<file path="config.mk">
export PLATFORM = sky130hd
export DESIGN_NAME = pend_resp_tracker
export DESIGN_NICKNAME = d
export VERILOG_FILES = /design/src/rtl/prt_pkg.sv /design/src/rtl/prt_ctrl.sv /design/src/rtl/prt_datapath.sv /design/src/rtl/pend_resp_tracker.sv
export SDC_FILE = /design/constraint.sdc
export NUM_CORES = 1
export LEC_CHECK = 0
export BUFFER_PORTS_ARGS = -buffer_cell sky130_fd_sc_hd__buf_4
export CORE_MARGIN = 5
export CORE_UTILIZATION = 55
export DETAILED_ROUTE_END_ITERATION = 12
export GPL_TIMING_DRIVEN = 0
export PLACE_DENSITY = 0.75
export SYNTH_ARGS = -nofsm -noshare
export SYNTH_HDL_FRONTEND = slang
export SYNTH_HIERARCHICAL = 1
export SYNTH_SLANG_ARGS = --single-unit
</file>
<file path="constraint.sdc">
create_clock -name clk -period 6.3 [get_ports clk]
set_input_delay 0.63 -clock clk [delete_from_list [all_inputs] [get_ports clk]]
set_output_delay 0.63 -clock clk [all_outputs]
set_load 0.02 [all_outputs]
</file>
<file path="src/rtl/prt_pkg.sv">
package prt_pkg;

  localparam logic [3:0] ST_DONE  = 4'h0;
  localparam logic [3:0] ST_ERROR = 4'h7;

  typedef enum logic [1:0] {
    CLS_IOERR   = 2'd0,
    CLS_UNSOL   = 2'd1,
    CLS_TIMEOUT = 2'd2,
    CLS_ILLEGAL = 2'd3
  } errClass_e;

  // strobes from control to datapath (width-dependent fields travel beside it)
  typedef struct packed {
    logic [3:0] flagSet;
    logic       capLoad;
    errClass_e  capClass;
    logic       capIsRead;
    logic [3:0] capStatus;
    logic       capDataType;
    logic       capPresent;
    logic       enq;
    logic       enqErr;
  } strobes_t;

endpackage

</file>
<file path="src/rtl/prt_ctrl.sv">
module prt_ctrl
  import prt_pkg::*;
#(
  parameter int NUM_IDS = 8,
  parameter int ID_W    = 3,
  parameter int LEN_W   = 4,
  parameter int AGE_W   = 16,
  parameter int ADDR_W  = 32
) (
  input  logic              clk,
  input  logic              rstN,
  input  logic              reqValid,
  input  logic [ID_W-1:0]   reqId,
  input  logic              reqIsRead,
  input  logic [LEN_W-1:0]  reqLen,
  input  logic [ADDR_W-1:0] reqAddr,
  input  logic              winEnable,
  input  logic [ADDR_W-1:0] winBase,
  input  logic [ADDR_W-1:0] winLimit,
  input  logic [AGE_W-1:0]  timeoutLimit,
  input  logic              rspValid,
  input  logic [ID_W-1:0]   rspId,
  input  logic              rspIsRead,
  input  logic              rspDataType,
  input  logic              rspPayloadPresent,
  input  logic [LEN_W-1:0]  rspPayloadLen,
  input  logic [3:0]        rspStatus,
  output strobes_t          st,
  output logic [ID_W-1:0]   capIdOut,
  output logic [LEN_W-1:0]  capLenOut,
  output logic [ID_W-1:0]   enqId,
  output logic [LEN_W-1:0]  enqLen
);

  logic [NUM_IDS-1:0] entValid, entRead, entMiss, due;
  logic [LEN_W-1:0]   entLen [NUM_IDS];
  logic [AGE_W-1:0]   entAge [NUM_IDS];

  logic      hit, statusOk, wrBad, rdBad, respBad, respErr, respFree, respEnq;
  logic      winMiss, anyDue, scanGo, scanTimeout;
  logic [ID_W-1:0] pick;
  errClass_e respClass;

  assign winMiss  = !winEnable || (reqAddr < winBase) || (reqAddr > winLimit);
  assign hit      = entValid[rspId] && !entMiss[rspId] && (entRead[rspId] == rspIsRead);
  assign statusOk = (rspStatus == ST_DONE) || (rspStatus == ST_ERROR);
  assign wrBad    = !rspIsRead && (rspPayloadPresent || rspDataType);
  assign rdBad    = rspIsRead && (rspStatus == ST_DONE) &&
                    (!rspPayloadPresent || !rspDataType || (rspPayloadLen != entLen[rspId]));

  always_comb begin
    respClass = CLS_IOERR;
    respBad   = 1'b0;
    if (!hit) begin
      respClass = CLS_UNSOL;
      respBad   = 1'b1;
    end else if (!statusOk || wrBad || rdBad) begin
      respClass = CLS_ILLEGAL;
      respBad   = 1'b1;
    end else if (rspStatus == ST_ERROR) begin
      respClass = CLS_IOERR;
      respBad   = 1'b1;
    end
  end

  assign respErr  = rspValid && respBad;
  assign respFree = rspValid && hit;
  assign respEnq  = respFree && rspIsRead;

  // entries due for retirement: timed out or rejected by the window
  always_comb begin
    for (int i = 0; i < NUM_IDS; i++) begin
      due[i] = entValid[i] &&
               (entMiss[i] || ((timeoutLimit != '0) && (entAge[i] >= timeoutLimit))) &&
               !(respFree && (rspId == ID_W'(i)));
    end
  end

  always_comb begin
    anyDue = 1'b0;
    pick   = '0;
    for (int i = NUM_IDS - 1; i >= 0; i--) begin
      if (due[i]) begin
        anyDue = 1'b1;
        pick   = ID_W'(i);
      end
    end
  end

  // a response that queues a burst defers the scan by one cycle
  assign scanGo      = anyDue && !respEnq;
  assign scanTimeout = scanGo && !entMiss[pick];

  always_comb begin
    st          = '0;
    st.flagSet  = (respErr ? (4'b0001 << respClass) : 4'b0000) |
                  (scanTimeout ? 4'b0100 : 4'b0000);
    st.capLoad  = respErr || scanTimeout;
    capIdOut    = pick;
    capLenOut   = '0;
    if (respErr) begin
      st.capClass    = respClass;
      st.capIsRead   = rspIsRead;
      st.capStatus   = rspStatus;
      st.capDataType = rspDataType;
      st.capPresent  = rspPayloadPresent;
      capIdOut       = rspId;
      capLenOut      = rspPayloadLen;
    end else begin
      st.capClass    = CLS_TIMEOUT;
      st.capIsRead   = entRead[pick];
    end
    st.enq    = respEnq || (scanGo && entRead[pick]);
    st.enqErr = respEnq ? respBad : 1'b1;
    enqId     = respEnq ? rspId : pick;
    enqLen    = respEnq ? entLen[rspId] : entLen[pick];
  end

  always_ff @(posedge clk) begin
    if (!rstN) begin
      entValid <= '0;
      entRead  <= '0;
      entMiss  <= '0;
      for (int i = 0; i < NUM_IDS; i++) begin
        entLen[i] <= '0;
        entAge[i] <= '0;
      end
    end else begin
      for (int i = 0; i < NUM_IDS; i++) begin
        if (reqValid && (reqId == ID_W'(i))) begin
          entValid[i] <= 1'b1;
          entRead[i]  <= reqIsRead;
          entMiss[i]  <= reqIsRead && winMiss;
          entLen[i]   <= reqLen;
          entAge[i]   <= '0;
        end else if ((respFree && (rspId == ID_W'(i))) || (scanGo && (pick == ID_W'(i)))) begin
          entValid[i] <= 1'b0;
        end else if (entValid[i] && (entAge[i] != '1)) begin
          entAge[i] <= entAge[i] + 1'b1;
        end
      end
    end
  end

  // a matched response retires its entry
  p_free_on_match_r2: assert property (@(posedge clk) disable iff (!rstN)
    (rspValid && hit && !(reqValid && (reqId == rspId))) |=> !entValid[$past(rspId)]);

  // a window-rejected read is retired within two cycles when no response competes
  p_miss_retired_r9: assert property (@(posedge clk) disable iff (!rstN)
    (reqValid && reqIsRead && winMiss && !rspValid) |=> ##1
      ($past(rspValid) || $past(reqValid) || !entMiss[$past(reqId, 2)] || !entValid[$past(reqId, 2)]));

endmodule

</file>
<file path="src/rtl/prt_datapath.sv">
module prt_datapath
  import prt_pkg::*;
#(
  parameter int ID_W       = 3,
  parameter int LEN_W      = 4,
  parameter int FIFO_DEPTH = 8
) (
  input  logic             clk,
  input  logic             rstN,
  input  strobes_t         st,
  input  logic [ID_W-1:0]  capIdIn,
  input  logic [LEN_W-1:0] capLenIn,
  input  logic [ID_W-1:0]  enqId,
  input  logic [LEN_W-1:0] enqLen,
  input  logic [3:0]       errClear,
  input  logic             captureRelease,
  output logic [3:0]       errFlags,
  output logic             capValid,
  output logic [1:0]       capClass,
  output logic [ID_W-1:0]  capId,
  output logic             capIsRead,
  output logic [3:0]       capStatus,
  output logic             capDataType,
  output logic             capPayloadPresent,
  output logic [LEN_W-1:0] capPayloadLen,
  output logic             rdBeatValid,
  output logic             rdBeatLast,
  output logic             rdBeatErr,
  output logic [ID_W-1:0]  rdBeatId
);

  localparam int PTR_W = (FIFO_DEPTH > 1) ? $clog2(FIFO_DEPTH) : 1;
  localparam int CNT_W = $clog2(FIFO_DEPTH + 1);

  logic [ID_W-1:0]  fId  [FIFO_DEPTH];
  logic [LEN_W-1:0] fLen [FIFO_DEPTH];
  logic             fErr [FIFO_DEPTH];
  logic [PTR_W-1:0] wrPtr, rdPtr;
  logic [CNT_W-1:0] count;
  logic [LEN_W-1:0] remain;
  logic             pop, doEnq, full;

  function automatic logic [PTR_W-1:0] bump(input logic [PTR_W-1:0] p);
    return (p == PTR_W'(FIFO_DEPTH - 1)) ? '0 : p + 1'b1;
  endfunction

  // flags and capture
  always_ff @(posedge clk) begin
    if (!rstN) begin
      errFlags          <= '0;
      capValid          <= 1'b0;
      capClass          <= '0;
      capId             <= '0;
      capIsRead         <= 1'b0;
      capStatus         <= '0;
      capDataType       <= 1'b0;
      capPayloadPresent <= 1'b0;
      capPayloadLen     <= '0;
    end else begin
      errFlags <= (errFlags & ~errClear) | st.flagSet;
      if (st.capLoad && (!capValid || captureRelease)) begin
        capValid          <= 1'b1;
        capClass          <= st.capClass;
        capId             <= capIdIn;
        capIsRead         <= st.capIsRead;
        capStatus         <= st.capStatus;
        capDataType       <= st.capDataType;
        capPayloadPresent <= st.capPresent;
        capPayloadLen     <= capLenIn;
      end else if (captureRelease) begin
        capValid <= 1'b0;
      end
    end
  end

  // burst queue
  assign full  = (count == CNT_W'(FIFO_DEPTH));
  assign pop   = (remain <= LEN_W'(1)) && (count != '0);
  assign doEnq = st.enq && (!full || pop);

  always_ff @(posedge clk) begin
    if (doEnq) begin
      fId[wrPtr]  <= enqId;
      fLen[wrPtr] <= enqLen;
      fErr[wrPtr] <= st.enqErr;
    end
  end

  always_ff @(posedge clk) begin
    if (!rstN) begin
      wrPtr     <= '0;
      rdPtr     <= '0;
      count     <= '0;
      remain    <= '0;
      rdBeatId  <= '0;
      rdBeatErr <= 1'b0;
    end else begin
      if (doEnq) wrPtr <= bump(wrPtr);
      if (pop)   rdPtr <= bump(rdPtr);
      count <= count + CNT_W'(doEnq) - CNT_W'(pop);
      if (remain > LEN_W'(1)) begin
        remain <= remain - 1'b1;
      end else if (pop) begin
        remain    <= fLen[rdPtr];
        rdBeatId  <= fId[rdPtr];
        rdBeatErr <= fErr[rdPtr];
      end else begin
        remain <= '0;
      end
    end
  end

  assign rdBeatValid = (remain != '0);
  assign rdBeatLast  = (remain == LEN_W'(1));

  // the burst queue never drops a completion
  p_no_overflow_r8: assert property (@(posedge clk) disable iff (!rstN)
    !(st.enq && full && !pop));

  // a burst is never cut short and keeps its ID and error bit
  p_burst_whole_r8: assert property (@(posedge clk) disable iff (!rstN)
    (rdBeatValid && !rdBeatLast) |=> (rdBeatValid && $stable(rdBeatId) && $stable(rdBeatErr)));

  // a locked capture holds its contents until released
  p_cap_hold_r10: assert property (@(posedge clk) disable iff (!rstN)
    (capValid && !captureRelease) |=>
      (capValid && $stable(capClass) && $stable(capId) && $stable(capStatus) && $stable(capIsRead)));

  // a set flag stays set unless cleared
  p_flag_sticky_r11: assert property (@(posedge clk) disable iff (!rstN)
    1'b1 |=> ((errFlags & $past(errFlags & ~errClear)) == $past(errFlags & ~errClear)));

endmodule

</file>
<file path="src/rtl/pend_resp_tracker.sv">
module pend_resp_tracker
  import prt_pkg::*;
#(
  parameter int NUM_IDS    = 8,
  parameter int LEN_W      = 4,
  parameter int AGE_W      = 16,
  parameter int ADDR_W     = 32,
  parameter int FIFO_DEPTH = 8,
  localparam int ID_W      = $clog2(NUM_IDS)
) (
  input  logic              clk,
  input  logic              rstN,
  input  logic              reqValid,
  input  logic [ID_W-1:0]   reqId,
  input  logic              reqIsRead,
  input  logic [LEN_W-1:0]  reqLen,
  input  logic [ADDR_W-1:0] reqAddr,
  input  logic              winEnable,
  input  logic [ADDR_W-1:0] winBase,
  input  logic [ADDR_W-1:0] winLimit,
  input  logic [AGE_W-1:0]  timeoutLimit,
  input  logic              rspValid,
  input  logic [ID_W-1:0]   rspId,
  input  logic              rspIsRead,
  input  logic              rspDataType,
  input  logic              rspPayloadPresent,
  input  logic [LEN_W-1:0]  rspPayloadLen,
  input  logic [3:0]        rspStatus,
  input  logic [3:0]        errClear,
  input  logic              captureRelease,
  output logic [3:0]        errFlags,
  output logic              capValid,
  output logic [1:0]        capClass,
  output logic [ID_W-1:0]   capId,
  output logic              capIsRead,
  output logic [3:0]        capStatus,
  output logic              capDataType,
  output logic              capPayloadPresent,
  output logic [LEN_W-1:0]  capPayloadLen,
  output logic              rdBeatValid,
  output logic              rdBeatLast,
  output logic              rdBeatErr,
  output logic [ID_W-1:0]   rdBeatId
);

  strobes_t         st;
  logic [ID_W-1:0]  capIdW, enqId;
  logic [LEN_W-1:0] capLenW, enqLen;

  prt_ctrl #(
    .NUM_IDS(NUM_IDS), .ID_W(ID_W), .LEN_W(LEN_W), .AGE_W(AGE_W), .ADDR_W(ADDR_W)
  ) u_ctrl (
    .clk(clk), .rstN(rstN),
    .reqValid(reqValid), .reqId(reqId), .reqIsRead(reqIsRead), .reqLen(reqLen),
    .reqAddr(reqAddr), .winEnable(winEnable), .winBase(winBase), .winLimit(winLimit),
    .timeoutLimit(timeoutLimit),
    .rspValid(rspValid), .rspId(rspId), .rspIsRead(rspIsRead), .rspDataType(rspDataType),
    .rspPayloadPresent(rspPayloadPresent), .rspPayloadLen(rspPayloadLen), .rspStatus(rspStatus),
    .st(st), .capIdOut(capIdW), .capLenOut(capLenW), .enqId(enqId), .enqLen(enqLen)
  );

  prt_datapath #(
    .ID_W(ID_W), .LEN_W(LEN_W), .FIFO_DEPTH(FIFO_DEPTH)
  ) u_dp (
    .clk(clk), .rstN(rstN), .st(st),
    .capIdIn(capIdW), .capLenIn(capLenW), .enqId(enqId), .enqLen(enqLen),
    .errClear(errClear), .captureRelease(captureRelease),
    .errFlags(errFlags), .capValid(capValid), .capClass(capClass), .capId(capId),
    .capIsRead(capIsRead), .capStatus(capStatus), .capDataType(capDataType),
    .capPayloadPresent(capPayloadPresent), .capPayloadLen(capPayloadLen),
    .rdBeatValid(rdBeatValid), .rdBeatLast(rdBeatLast), .rdBeatErr(rdBeatErr),
    .rdBeatId(rdBeatId)
  );

endmodule

</file>
==> results.md <==
- Outcome: finished clean
- Number of hold-slack violations in the final timing report: 0
- Beginning of the critical path: timeoutLimit[10]
- Synthesis-stage register bit count: 290
- Weighted congestion at the end of routability-driven global placement: 0.9575
- Reg-to-reg critical path endpoint: u_dp/fLen[0][1]
- Via total after detailed routing: 15070
- DR WL/cell: 19.43 µm
- Placed cell areas: 20780 µm²
- Clock skew after layout: 0.01245 ns
- DRC marker count from the first detailed-route iteration: 1216
- Worst path bufs/invs: 4
- Top-Level Pins: 171
- Layout cell share with drive strength beyond 1: 0.1519
- Routed via count divided by cell count: 5.912
- Maximum number of pins on one net before global-route repair: 17
- Top achievable clock speed: 0.1655 GHz
- Post-route design area: 21930 µm²
- Standard-cell rows: 68
- Longest individual stage delay on the worst path: 0.75 ns
- Remaining number of nets flagged by the antenna check after routing: 0
- Number of synthesized flops with an enable pin: 224
- Post-synth top area cell: edfxtp_1
- Initial cell density of the core: 0.5516
- Number of buffers inserted by hold repair at cts: 0
- Family with the most delay on the worst path: compound AO/OA/AOI/OAI gates
- Root Driver: clkbuf_16
- Final core occ: 0.6397
- Clock Tree Buf Depth: 3
- Cell area after technology mapping: 18910 µm²
- Count of cells along the worst register-to-register path: 15
- Post-synthesis cell count: 1861
- Seq/Total Area, Yosys: 0.4255
- Number of distinct standard cells referenced by the synthesized netlist: 87
- Minimum clock period: 6.043 ns
- TritonCTS clock tree: done
- Synth area leaders: edfxtp_1 (36%), ha_1 (14%), dfxtp_1 (7.0%)
- Clock network latency to the later pin of the worst-skew pair: 0.51 ns
- Max IR drop VDD: 0.2102 mV
- Buffer count from post-CTS setup fixing: 0
- Startpoint type of the worst setup path: input pin
- Antenna violations before repair: 3
- H-tree lvl count: 2
- Critical-path cell with the highest stage delay: a2111oi_0
- Total CTS buffers: 34
- Leftover overflow at the end of global routing: 0
- Total power consumption of the routed design: 5.362 mW
- Startpoint of the lowest-slack register-to-register path: u_ctrl/entAge[1][32]
- Share of the synthesized area in the top cell type: 0.3556
- Number of remaining DRC errors: 0
- Endpoint arrival time on the critical path: 6.26 ns
- Vertical extent of the die: 195.4 µm
- Maximum net fanout on the critical path: 10
- Global-route wire length before repair: 77830 µm
- Critical path depth: 16
- Post-detailed-routing wire length: 49530 µm
- Clock transition time at the flip-flop clock pins of the worst setup and hold paths: 0.06 ns
- Storage element area: 8048 µm²
- Synthesized area per cell: 10.16 µm²
- Slew Limit Headroom: 0.2556
- Port Buffer Count: 165
- Slack of the worst reg-to-reg path: 0.41 ns
- Std-Cell Core Area: 34290 µm²
- Relative area change from synthesis to final layout: 15.97%
- Syn. warnings: 6
- Syn Nets: 2216
- Power density normalized to cell area: 244.5 nW/µm²
- Die Footprint: 38200 µm²
- Cell chain of the critical path: buf_4 > inv_1 > ha_1 > and3_1 > a221oi_1 > nand2_1 > a2111oi_0 > nor3_2 > and2b_4 > a21boi_1 > buf_2 > o32ai_1 > o41ai_2 > nand2_1 > nor4_2 > buf_4
- Path class of the lowest-slack min-delay path: in2reg
- Global router's overall resource usage: 0.2512
- Setup Crit Path Kind: in2reg
- Count of filler cells inserted in the layout: 2760
- Dominant synthesized flop cell: edfxtp_1
- Data required time at the worst endpoint: 6.52 ns
- Final setup violation count: 0
- Timing endpoint of the critical path: u_dp/fLen[0][1]
- Vias in the first global route: 14760
- Final cell count without fillers: 2549
- Leakage: 9.065 nW
- Final net count: 2422
- Area used by multi-input combinational logic: 10170 µm²
- Number of cells in the design after placement: 2486
- Pins Over Slew Limit: 0
- Die width: 195.4 µm
- Worst Hold Margin: 0.4259 ns
- Estimated wirelength of the detail-placed design: 37390 µm
- Critical Path Sink Type: register
- FFs w/ async S/R, synth: 0
- Worst slew pin tran: 1.117 ns
- Maximum capacitance violations: 0
- Number of sinks on the clock net: 290
- Post-route fraction of the period consumed by the critical path: 0.9592
- Count of TritonRoute iterations in the first routing pass: 5
==> metal layers <==
layer  track usage  wire length, µm  share of wire
met4       0.07810             1608          0.032
met2        0.4096            22780           0.46
met5             0               32        0.00065
met1        0.3410            21350           0.43
met3       0.04900             3763          0.076
==> layout by cell type, fill, tap and decap left out, types with 12 or more instances in the layout <==
cell type	count
nand2_1	168
clkbuf_1	28
a21o_1	38
a211o_1	12
a21boi_0	20
nand3_1	83
mux2i_1	30
a21oi_1	76
nand2b_1	18
nor2_1	220
nand4_1	38
mux4_2	25
and2_1	22
xor2_1	77
clkbuf_16	36
ha_1	210
a211oi_1	24
inv_1	132
edfxtp_1	224
buf_2	12
dfxtp_1	66
xnor2_1	42
buf_4	174
o21ai_0	55
nor3_1	15
and3_1	28
==> kinds of logic after synthesis <==
family | synth area share
adder cells (fa/ha/maj) | 0.1400
XOR/XNOR | 0.05597
AND/OR/NAND/NOR | 0.1694
buffers and inverters | 0.03949
flip-flops | 0.4255
AO/OA/AOI/OAI | 0.1204
multiplexers | 0.04922
==> registers in the layout, summed over array words and instances, names as in the netlist, 4 cells and up, named ones only <==
signal	cells
u_ctrl/entMiss	8
u_dp/fLen	32
u_ctrl/entRead	8
u_dp/count	4
u_dp/fId	24
u_ctrl/entValid	8
u_ctrl/entLen	32
u_dp/errFlags	4
u_ctrl/entAge	128
u_dp/capPayloadLen	4
u_dp/remain	4
u_dp/capStatus	4
u_dp/fErr	8
==> power breakdown <==
| part | switching (mW) | total (mW) | internal [mW] |
|---|---|---|---|
| clock network | 0.783 | 1.94 | 1.15 |
| logic | 0.631 | 1.13 | 0.498 |
| registers | 0.101 | 2.29 | 2.19 |
| total | 1.52 | 5.36 | 3.85 |
==> how the worst min path moves through the flow <==
stage | cells past startpoint | slack (ns) | from | to
after global placement | 2 | 0.45 | u_dp/capId[1] | u_dp/capId[1]
final | 3 | 0.43 | errClear[3] | u_dp/errFlags[3]
after detailed placement | 2 | 0.46 | u_dp/capId[0] | u_dp/capId[0]
after global routing | 3 | 0.43 | errClear[2] | u_dp/errFlags[2]
after floorplan | 2 | 0.44 | u_ctrl/entRead[4] | u_ctrl/entRead[4]
after CTS | 3 | 0.41 | errClear[3] | u_dp/errFlags[3]
==> metrics by stage <==
| stage | TNS (ns) | setup WS [ns] |
|---|---|---|
| floorplan | 0 | 1.195 |
| global placement | -62.58 | -1.347 |
| detailed placement | -25.99 | -0.8740 |
| CTS | 0 | 0.2551 |
| global route | -0.05510 | -0.01602 |
| finish | 0 | 0.2569 |
==> synth_stat cells, types with 6 or more instances <==
master     instances
a2111oi_0          9
a211o_1           12
a211oi_1          24
a21boi_0          20
a21o_1            38
a21oi_1           76
a31oi_1            9
a41o_1             6
and2_1            22
and3_1            28
and4_1             7
buf_2             12
clkbuf_1          23
dfxtp_1           66
edfxtp_1         224
ha_1             210
inv_1            132
mux2i_1           30
mux4_2            25
nand2_1          168
nand2b_1          18
nand3_1           83
nand4_1           38
nor2_1           220
nor2_4             7
nor2b_1           11
nor3_1            18
nor4_1            12
o211ai_1           6
o21a_1            11
o21ai_0           56
o22ai_1            6
xnor2_1           42
xor2_1            77
==> final cells by class <==
cell class	instances	area share
Clock inverter	15	0.005762
Sequential cell	290	0.3669
Buffer	47	0.01095
Antenna cell	1	0.0001141
Inverter	135	0.02310
Multi-Input combinational cell	1389	0.4637
Timing Repair Buffer	170	0.05819
Clock buffer	47	0.04529
Tap cell	455	0.02596
==> worst reg2reg max path: stages (launching register included) <==
cell       delay, ns
edfxtp_1        0.50
inv_1           0.08
ha_1            0.27
nand2b_1        0.10
a31oi_1         0.09
o311a_1         0.33
o41ai_1         0.64
o2111ai_1       0.40
a211o_1         0.45
a21boi_1        0.27
buf_2           0.32
o32ai_1         0.19
o41ai_2         0.65
nand2_1         0.38
nor4_2          0.64
buf_4           0.28
==> what timing repair did <==
| action | CTS | global route |
|---|---|---|
| endpoints found under the hold margin | 0 | 0 |
| gates resized for setup | 3 | 2 |
| setup endpoints to repair | 20 | 5 |
Power figures use the tool's default switching activity.
